### src/rtl/sfg_pkg.sv
package sfg_pkg;
  typedef enum logic [2:0] {
    ST_NORMAL = 3'd0,
    ST_GRACE  = 3'd1,
    ST_PROT   = 3'd2,
    ST_BATT   = 3'd3,
    ST_RECOV  = 3'd4
  } guardState_e;

  typedef struct packed {
    logic timerClr;
    logic timerRun;
  } guardStrobe_t;
endpackage

### src/rtl/sfg_datapath.sv
module sfg_datapath
  import sfg_pkg::*;
#(
  parameter int STABLE_TICKS = 4,
  parameter int WP_TICKS     = 100,
  parameter int ER_TICKS     = 80000
) (
  input  logic         clk,
  input  logic         rstN,
  input  logic         rawBelowDesel,
  input  logic         rawBelowSwitch,
  input  guardStrobe_t strobe,
  output logic         lowDesel,
  output logic         lowSwitch,
  output logic         wpDone,
  output logic         erDone
);
  localparam int FW    = $clog2(STABLE_TICKS + 1);
  localparam int TMAX  = (WP_TICKS > ER_TICKS) ? WP_TICKS : ER_TICKS;
  localparam int TW    = $clog2(TMAX + 1);
  localparam int NFLAG = 2;

  logic [NFLAG-1:0] rawVec;
  logic [NFLAG-1:0] filtVec;
  assign rawVec = {rawBelowSwitch, rawBelowDesel};

  // Each flag: two-flop resync, then a persistence filter.
  for (genvar g = 0; g < NFLAG; g++) begin : gFlag
    logic syncA, syncB, filt;
    logic [FW-1:0] runCnt;
    always_ff @(posedge clk or negedge rstN) begin
      if (!rstN) begin
        syncA  <= 1'b1;
        syncB  <= 1'b1;
        filt   <= 1'b1;
        runCnt <= '0;
      end else begin
        syncA <= rawVec[g];
        syncB <= syncA;
        if (syncB == filt) begin
          runCnt <= '0;
        end else if (runCnt == FW'(STABLE_TICKS - 1)) begin
          filt   <= syncB;
          runCnt <= '0;
        end else begin
          runCnt <= runCnt + 1'b1;
        end
      end
    end
    assign filtVec[g] = filt;
  end

  assign lowDesel  = filtVec[0];
  assign lowSwitch = filtVec[1];

  // One shared interval timer serves both grace and recovery.
  logic [TW-1:0] tmr;
  always_ff @(posedge clk or negedge rstN) begin
    if (!rstN)               tmr <= '0;
    else if (strobe.timerClr) tmr <= '0;
    else if (strobe.timerRun) tmr <= tmr + 1'b1;
  end

  assign wpDone = (tmr == TW'(WP_TICKS - 1));
  assign erDone = (tmr == TW'(ER_TICKS - 1));
endmodule

### src/rtl/sfg_ctrl.sv
module sfg_ctrl
  import sfg_pkg::*;
(
  input  logic         clk,
  input  logic         rstN,
  input  logic         lowDesel,
  input  logic         lowSwitch,
  input  logic         wpDone,
  input  logic         erDone,
  input  logic         accessBusy,
  output guardStrobe_t strobe,
  output guardState_e  state
);
  guardState_e nextState;
  logic everPowered;

  always_comb begin
    nextState       = state;
    strobe.timerClr = 1'b0;
    strobe.timerRun = 1'b0;
    unique case (state)
      ST_NORMAL: begin
        if (lowDesel) begin
          if (accessBusy) begin
            nextState       = ST_GRACE;
            strobe.timerClr = 1'b1;
          end else begin
            nextState = ST_PROT;
          end
        end
      end
      ST_GRACE: begin
        strobe.timerRun = 1'b1;
        if (!accessBusy || wpDone) nextState = ST_PROT;
      end
      ST_PROT: begin
        if (lowSwitch && everPowered) begin
          nextState = ST_BATT;
        end else if (!lowDesel) begin
          nextState       = ST_RECOV;
          strobe.timerClr = 1'b1;
        end
      end
      ST_BATT: begin
        if (!lowSwitch) nextState = ST_PROT;
      end
      ST_RECOV: begin
        if (lowSwitch && everPowered) begin
          nextState = ST_BATT;
        end else if (lowDesel) begin
          strobe.timerClr = 1'b1;
        end else if (erDone) begin
          nextState = ST_NORMAL;
        end else begin
          strobe.timerRun = 1'b1;
        end
      end
      default: nextState = ST_PROT;
    endcase
  end

  always_ff @(posedge clk or negedge rstN) begin
    if (!rstN) begin
      state       <= ST_PROT;
      everPowered <= 1'b0;
    end else begin
      state <= nextState;
      if (nextState == ST_RECOV) everPowered <= 1'b1;
    end
  end
endmodule

### src/rtl/supply_fail_guard.sv
module supply_fail_guard
  import sfg_pkg::*;
#(
  parameter int STABLE_TICKS = 4,
  parameter int WP_TICKS     = 100,
  parameter int ER_TICKS     = 80000
) (
  input  logic       clk,
  input  logic       rstN,
  input  logic       rawBelowDesel,
  input  logic       rawBelowSwitch,
  input  logic       hostSel,
  input  logic       hostWr,
  input  logic       hostRd,
  input  logic       accessBusy,
  output logic       memSel,
  output logic       memWr,
  output logic       memRd,
  output logic       protect,
  output logic       battSel,
  output logic [2:0] guardState
);
  guardStrobe_t strobe;
  guardState_e  state;
  logic lowDesel, lowSwitch, wpDone, erDone;

  sfg_datapath #(
    .STABLE_TICKS(STABLE_TICKS),
    .WP_TICKS(WP_TICKS),
    .ER_TICKS(ER_TICKS)
  ) uDp (
    .clk(clk), .rstN(rstN),
    .rawBelowDesel(rawBelowDesel), .rawBelowSwitch(rawBelowSwitch),
    .strobe(strobe),
    .lowDesel(lowDesel), .lowSwitch(lowSwitch),
    .wpDone(wpDone), .erDone(erDone)
  );

  sfg_ctrl uCtrl (
    .clk(clk), .rstN(rstN),
    .lowDesel(lowDesel), .lowSwitch(lowSwitch),
    .wpDone(wpDone), .erDone(erDone),
    .accessBusy(accessBusy),
    .strobe(strobe), .state(state)
  );

  assign protect    = (state != ST_NORMAL) && (state != ST_GRACE);
  assign battSel    = (state == ST_BATT);
  assign guardState = state;
  assign memSel     = hostSel & ~protect;
  assign memWr      = hostSel & hostWr & ~protect;
  assign memRd      = hostSel & hostRd & ~hostWr & ~protect;
endmodule

### config.mk
export PLATFORM = sky130hd
export DESIGN_NAME = supply_fail_guard
export DESIGN_NICKNAME = d
export VERILOG_FILES = /design/src/rtl/sfg_pkg.sv /design/src/rtl/sfg_datapath.sv /design/src/rtl/sfg_ctrl.sv /design/src/rtl/supply_fail_guard.sv
export SDC_FILE = /design/constraint.sdc
export NUM_CORES = 1
export LEC_CHECK = 0
export ABC_CLOCK_PERIOD_IN_PS = 6200
export BUFFER_PORTS_ARGS = -buffer_cell sky130_fd_sc_hd__buf_4
export CORE_UTILIZATION = 35
export DETAILED_ROUTE_END_ITERATION = 16
export GPL_TIMING_DRIVEN = 1
export PLACE_DENSITY = 0.53
export SYNTH_ARGS = -nofsm -noshare
export SYNTH_HDL_FRONTEND = slang
export SYNTH_SLANG_ARGS = --single-unit
### constraint.sdc
create_clock -name clk -period 6.2 [get_ports clk]
set_input_delay 1.24 -clock clk [delete_from_list [all_inputs] [get_ports clk]]
set_output_delay 1.24 -clock clk [all_outputs]
set_load 0.005 [all_outputs]
* After elaboration in Yosys (flattened, before gate mapping)
Index checks and enable logic that the tools add are counted.
** Word-level totals
- Flip-flop bits (word level) :: 33
- Bits of input ports :: 8
- Output and inout bits :: 8
** Cells by class
- Add/sub/neg operators :: 3
- Eq/ne operators :: 12
- Mux-type cells :: 26
- Bitwise logic cells :: 10
- Reduce and logical (&&, ||, !) cells :: 9
** Operator list (count)
- two-way mux 3 bit :: 12
- two-way mux 17 bit :: 2
- adder 17 x 1 -> 17 bit (second input constant) :: 1
- equality test 17 bit (second input constant) :: 1
- equality test 17 x 7 -> 1 bit (second input constant) :: 1
- case mux 3 bit (5 select lines) :: 1
- equality test 3 x 2 -> 1 bit (second input constant) :: 4
- two-way mux 1 bit :: 7
- adder 3 x 1 -> 3 bit (second input constant) :: 2
- bitwise AND 1 bit :: 6
- equality test 3 bit (second input constant) :: 2
- two-way mux 2 bit :: 2
- NOT 1 bit :: 4
- AND reduction 2 bit :: 2
- equality test 3 x 1 -> 1 bit (second input constant) :: 1
- zero test 3 bit :: 1
- inequality test 3 x 1 -> 1 bit (second input constant) :: 1
- case mux 1 bit (3 select lines) :: 1
- nonzero test 3 bit :: 1
- equality test 1 bit :: 2
- logical AND 1 bit :: 2
- case mux 1 bit (2 select lines) :: 1
- nonzero test 2 bit :: 1
- zero test 1 bit :: 1
- logical OR 1 bit :: 1

* Logic depth before layout (Yosys ltp)
Gate-level depths: netlist of run 1.
- Word-level depth :: 7
- Depth in mapped cells :: 8
- Mapped depth without buffers :: 6

* Cells and area by module
A second synthesis of run 1 with hierarchy kept.
** Second synthesis, totals
- Cell total of the unflattened synthesis :: 164
- Area total of the unflattened synthesis :: 1674.1 um^2
** Modules (own cells, without submodules)
- sfg_datapath :: instances 1, cells an instance 125, area each 1342.5 um^2, sequential area each 733.2 um^2
- sfg_ctrl :: instances 1, cells an instance 32, area each 287.8 um^2, sequential area each 101.3 um^2
- supply_fail_guard :: instances 1, cells an instance 7, area each 43.8 um^2, sequential area each 0.0 um^2

* Worst setup path before layout of run 1
Ideal clock, no wire load.
- Path kind :: input-to-output
- Start :: input hostSel
- End :: output memRd
- Arrival time :: 1.543 ns
- Slack :: 3.417 ns
- Cell stages on the path :: 2
- Buffers on the path :: 0
- Cell sequence :: and2_1 > and3b_1
** On the way
- Word-level cells in the longest chain between the ends :: 3
** RTL lines
- start, declared :: RTL line supply_fail_guard.sv:12 : input logic hostSel,
- bitwise AND 1 bit (3 in series) :: RTL line supply_fail_guard.sv:52 : assign memRd = hostSel & hostRd & ~hostWr & ~protect;
- end, declared :: RTL line supply_fail_guard.sv:18 : output logic memRd,
Every way passes these cells.

* Worst setup path in the final report of run 1
Ends and elaborated chain as after synthesis.

==> impl_metrics.json, run 1 <==
{
  "crit_required_ns": 4.96,
  "tns_ns": 0,
  "wl_um": 3650,
  "grt_use_total": 0.150,
  "nFillCells": 484,
  "syn_inst": 173,
  "wl_per_cell_um": 14.2,
  "fin_ws_ns": 3.19,
  "synth_ff_type": "dfrtp_1",
  "synthTopCellsByArea": "dfrtp_1 37%, dfstp_2 10%, nand2_1 3.8%",
  "max_stage_delay_ns": 0.16,
  "antenna_found_initial": 0,
  "cp-start-kind": "primary input",
  "fin_cells": 257,
  "mostFrequentLayoutCells": "26 x dfrtp_1, 18 x nand2_1, 15 x buf_4, 9 x nor2_1, 8 x nand4_1",
  "dr.pass1.iters": 4,
  "maxSlewViolCount": 0,
  "initial_core_util": 0.369,
  "routabilityCongestion": 0.748,
  "fin_util": 0.429,
  "synthAdderAreaFrac": 0.0211,
  "crit_path_start": "hostSel",
  "n_antenna_cell": 0,
  "grt_pass1_wl_um": 6110,
  "critical_path.slowest_cell": "and3b_1",
  "cts_setup_buffers": 0,
  "die_area_mm2": 0.00537,
  "period_share": 0.486,
  "period_needed_ns": 3.01,
  "crit_fanout": 2,
  "ys_seq_area_frac": 0.469,
  "synth_top_family_by_area": "simple AND/OR/NAND/NOR gates",
  "drv_cap": 0,
  "die_width_um": 73.3,
  "nets": 200,
  "cp_common_cell": "buf_4",
  "synth_mux_area_frac": 0.0295,
  "end_kind": "output port",
  "synth.net_count": 184,
  "cts.sinks": 33,
  "dr.first_iter.drc_count": 78,
  "ir_drop_mv": 0.110,
  "p_leak_uw": 0.000873,
  "hold_class": "reg2reg",
  "status": "complete, no violations",
  "tightest_slew_ns": 0.680,
  "p_per_area_mw_per_mm2": 372,
  "core-area_mm2": 0.00482,
  "hold_start": "uDp.gFlag[1].syncA",
  "final_common_cell": "dfrtp_1",
  "drive_above_1_share": 0.279,
  "cts_resized": 0,
  "reg2reg_from": "uDp.tmr[0]",
  "synthArstFlopShare": 1.00,
  "worstPathCellList": "buf_4, and2_1, and3b_1, buf_4",
  "synth_top_cell_area_share": 0.366,
  "boundaryPins": 16,
  "route.detailed.drc": 0,
  "timing.slew.headroom": 0.542,
  "synthSimpleGateAreaFrac": 0.300,
  "clk_pin_slew_ns": 0.07,
  "skew_ns": 0.00326,
  "core.rowCount": 25,
  "pre_cts_slack_ns": 3.19,
  "grt_pass1_vias": 1350,
  "clock_path_buffers": 2,
  "area_growth_pct": 16.0,
  "hpwl_um": 2570,
  "ctsHoldBuffers": 0,
  "synth_edf_count": 0,
  "regToRegSetupSlack_ns": 3.91,
  "dr_total_vias": 1378,
  "max_freq_mhz": 332,
  "syn_area_mm2": 0.00178,
  "ys_seq_elements": 33,
  "numCtsBuffers": 5,
  "clock_latency_ns": 0.28,
  "rsz0062_at_grt": "no",
  "avgSynthCellArea_um2": 10.3,
  "antenna_left": 0,
  "synth.largest_area_cell": "dfrtp_1",
  "dp_cells": 249,
  "port_buffers": 15,
  "synth-xor-area-share": 0.0197,
  "viasPerCell": 5.36,
  "ys_warn_count": 0,
  "synth_cell_types": 52,
  "clockRootBuffer": "clkbuf_8",
  "fp.dieH_um": 73.3,
  "cts_tree": "yes",
  "finalHoldViolCount": 0,
  "setup_viol": 0,
  "htree_levels": 2,
  "overflow": 0,
  "worstSetupPathType": "in2out",
  "critical_path_arrival_ns": 1.77,
  "synth_compound_area_frac": 0.136,
  "grt_max_degree": 34
}
-- flip-flops by register name, summed over array words and instances, names as in the netlist --
signal,cells
uCtrl.everPowered,1
uCtrl.state,3
uDp.gFlag.runCnt,6
uDp.gFlag.syncA,2
uDp.gFlag.syncB,2
uDp.lowDesel,1
uDp.lowSwitch,1
uDp.tmr,17
-- where the power goes --
group          total (uW)  internal (uW)  leakage (uW)  switching, uW
Combinational         239            116      0.000391            122
Sequential            319            261      0.000424           57.5
Clock                 210            131     0.0000585           78.8
-- critical path, delay by kind of cell --
kind | cells | cell delay [ns]
buf+inv | 2 | 0.24
simple gates | 2 | 0.29
-- metrics by stage --
step                power (uW)  instance area, um2  hold slack, ns
floorplan                  486                1780           0.345
global placement           554                1950           0.346
detailed placement         563                1950           0.348
CTS                        779                2060           0.358
global route               821                2060           0.363
finish                     767                2060           0.356
-- Yosys cell counts, types with 2 or more instances --
cell type   n
nor3_2      2
buf_2       4
and2_1      2
dfstp_2     7
or3_2       5
mux2_2      2
nor4_1      3
nand2_1    18
nand3_1     7
o21a_1      2
nor2b_1     2
o21ai_1     4
xnor2_1     4
or4b_1      2
a21oi_2     4
mux2i_1     3
inv_1       4
or4_4       2
nor3b_1     7
o21ba_2     2
or2_2       2
o21ai_0     6
ha_1        3
and3b_1     3
o311ai_0    2
dfrtp_1    26
nor3_1      4
nand4_1     8
nor2_1      9
or4_1       2
-- area by class of cell --
type	instances	area, um2	share of cell area
multi-input cells	130	902	0.437
well taps	67	83.8	0.0406
flip-flops and latches	33	835	0.404
clock buffers	7	86.3	0.0418
repair buffers	15	113	0.0545
clock inverters	1	30.0	0.0145
inverters	4	15.0	0.00727
-- metal layers --
layer	up-vias	global-route usage	routed length, um
li1	669	-	-
met1	678	0.186	1770
met2	24	0.245	1660
met3	7	0.0425	152
met4	0	0.0641	66
met5	-	0	0
-- kinds of logic after synthesis --
kind of cell / count (synthesis)
and+or+nand+nor: 87
DFF: 33
AOI/OAI and AO/OA: 31
buffers and inverters: 10
muxes: 5
xor gates and xnor gates: 4
adders and majority gates: 3
-- final timing paths --
kind,endpoint,cells past startpoint
worst max register to register,uDp.tmr[11],6
min in group asynchronous,uDp.gFlag[1].runCnt[2],1
worst min-delay path,uDp.gFlag[1].syncB,0
worst max-delay path,memRd,4
max in group asynchronous,uDp.gFlag[0].syncB,1
worst min register to register,uDp.gFlag[1].syncB,0
(Power assumes the default switching activity.)
==> inputs of run 2 (changes only) <==
ABC_CLOCK_PERIOD_IN_PS = 2450   (was 6200)
PLACE_DENSITY = 0.55   (was 0.53)
clock period = 2.45 ns   (was 6.2 ns; I/O delays follow)
==> run 2 against run 1 <==
Wire length up 1.9%. Critical path depth increased by 1. Combinational power grew to 2.7 times the previous value. Highest routed layer unchanged. First-iteration DRC count decreased by 53%. Global-route usage increased by 0.79 points. Sequential power grew to 2.5 times the previous value. Largest power group unchanged.
==> impl_metrics.json, run 2 (synthesis gave the netlist of run 1 again) <==
{
  "status": "complete, no violations",
  "boundaryPins": 16,
  "clock_path_buffers": 2,
  "drt-met1-wl_um": 1710,
  "final_common_cell": "dfrtp_1",
  "design_power_total_uw": 1980,
  "r2r_cells": 5,
  "htree_levels": 2,
  "fp.dieH_um": 73.3,
  "clk_pin_slew_ns": 0.07,
  "highest_layer": "met4",
  "antenna_found_initial": 0,
  "wl_per_cell_um": 14.3,
  "die_width_um": 73.3,
  "grt_pass1_vias": 1450,
  "route.detailed.drc": 0,
  "largest_register_ffs": 17,
  "tightest_slew_ns": 0.421,
  "worstPathCellList": "or4_4, or4_4, a21o_2, nand2_1, mux2i_1",
  "rsz0062_at_grt": "no",
  "pre_cts_slack_ns": 0.236,
  "fin_ws_ns": 0.236,
  "grt_use_total": 0.158,
  "core-area_mm2": 0.00482,
  "dr_total_vias": 1419,
  "cts_setup_buffers": 0,
  "critical_path_arrival_ns": 2.41,
  "cp.depth": 5,
  "finalHoldViolCount": 0,
  "skew_ns": 0.00642,
  "routed-wl-met2_um": 1760,
  "hpwl_um": 2730,
  "wl_um": 3720,
  "initial_core_util": 0.369,
  "crit_required_ns": 2.65,
  "critical_path.slowest_cell": "or4_4",
  "cp_common_cell": "or4_4",
  "cts.sinks": 33,
  "dr.pass1.iters": 4,
  "end_kind": "flop",
  "regToRegSetupSlack_ns": 0.24,
  "viasPerCell": 5.44,
  "clock_latency_ns": 0.28,
  "largest_register": "uDp.tmr",
  "ctsHoldBuffers": 0,
  "routed-wl-met3_um": 158,
  "period_share": 0.904,
  "grt_pass1_wl_um": 6430,
  "cts_tree": "yes",
  "fin_area_mm2": 0.00210,
  "r2r-end": "uDp.tmr[2]",
  "die_area_mm2": 0.00537,
  "crit_buf_inv": 0,
  "area_growth_pct": 17.9,
  "nets": 204,
  "drive_above_1_share": 0.299,
  "top_regs": "uDp.tmr (17), uDp.gFlag.runCnt (6), uCtrl.state (3)",
  "numCtsBuffers": 5,
  "antenna_left": 0,
  "n_antenna_cell": 0,
  "routabilityCongestion": 0.797,
  "worstSetupPathType": "reg2reg",
  "crit_fanout": 5,
  "max_freq_mhz": 452,
  "mostFrequentLayoutCells": "26 x dfrtp_1, 19 x buf_4, 18 x nand2_1, 9 x nor2_1, 8 x nand4_1",
  "core.rowCount": 25,
  "ir_drop_mv": 0.426,
  "maxSlewViolCount": 0,
  "port_buffers": 15,
  "fin_util": 0.436,
  "tns_ns": 0,
  "p_per_area_mw_per_mm2": 943,
  "timing.slew.headroom": 0.718,
  "hold_class": "in2async",
  "p_leak_uw": 0.000892,
  "critPathTopFamily": "simple AND/OR/NAND/NOR gates",
  "drv_cap": 0,
  "setup_viol": 0,
  "overflow": 0,
  "dr.first_iter.drc_count": 37,
  "max_stage_delay_ns": 0.60,
  "reg2reg_from": "uDp.tmr[8]",
  "grt_max_degree": 34,
  "place_area_mm2": 0.00198,
  "cts_resized": 0,
  "clockRootBuffer": "clkbuf_8",
  "period_needed_ns": 2.21,
  "cp-start-kind": "flop"
}
## run 2: how the worst max path moves through the flow
stage                     startpoint          to  slack, ns
after floorplan           uDp.tmr[8]  uDp.tmr[3]       0.37
after global placement    uDp.tmr[8]  uDp.tmr[3]       0.29
after detailed placement  uDp.tmr[8]  uDp.tmr[2]       0.24
after CTS                 uDp.tmr[8]  uDp.tmr[2]       0.21
after global routing      uDp.tmr[8]  uDp.tmr[9]       0.13
final                     uDp.tmr[8]  uDp.tmr[2]       0.24
## run 2: power breakdown
part / internal, uW / leakage (uW) / switching (uW)
Clock: 331 / 0.0000574 / 205
Sequential: 660 / 0.000424 / 145
Combinational: 313 / 0.000410 / 326
Total: 1300 / 0.000892 / 676
## run 2: final cells by class
cell class | instances | area (um2)
Fill cell | 479 | 2720
Multi-Input combinational cell | 130 | 902
Sequential cell | 33 | 835
Timing Repair Buffer | 19 | 143
Tap cell | 67 | 83.8
Clock buffer | 6 | 82.6
Clock inverter | 2 | 37.5
Inverter | 4 | 15.0
## run 2: layer usage
metal  up-vias  global-route usage
li1        685                   -
met1       695               0.192
met2        30               0.261
met3         9              0.0425
met4         0              0.0748
met5         -                   0
## run 2: through the flow
stage	hold WS, ns	instances
detailed placement	0.347	253
global placement	0.346	253
finish	0.134	261
global route	0.157	261
floorplan	0.194	173
CTS	0.147	261
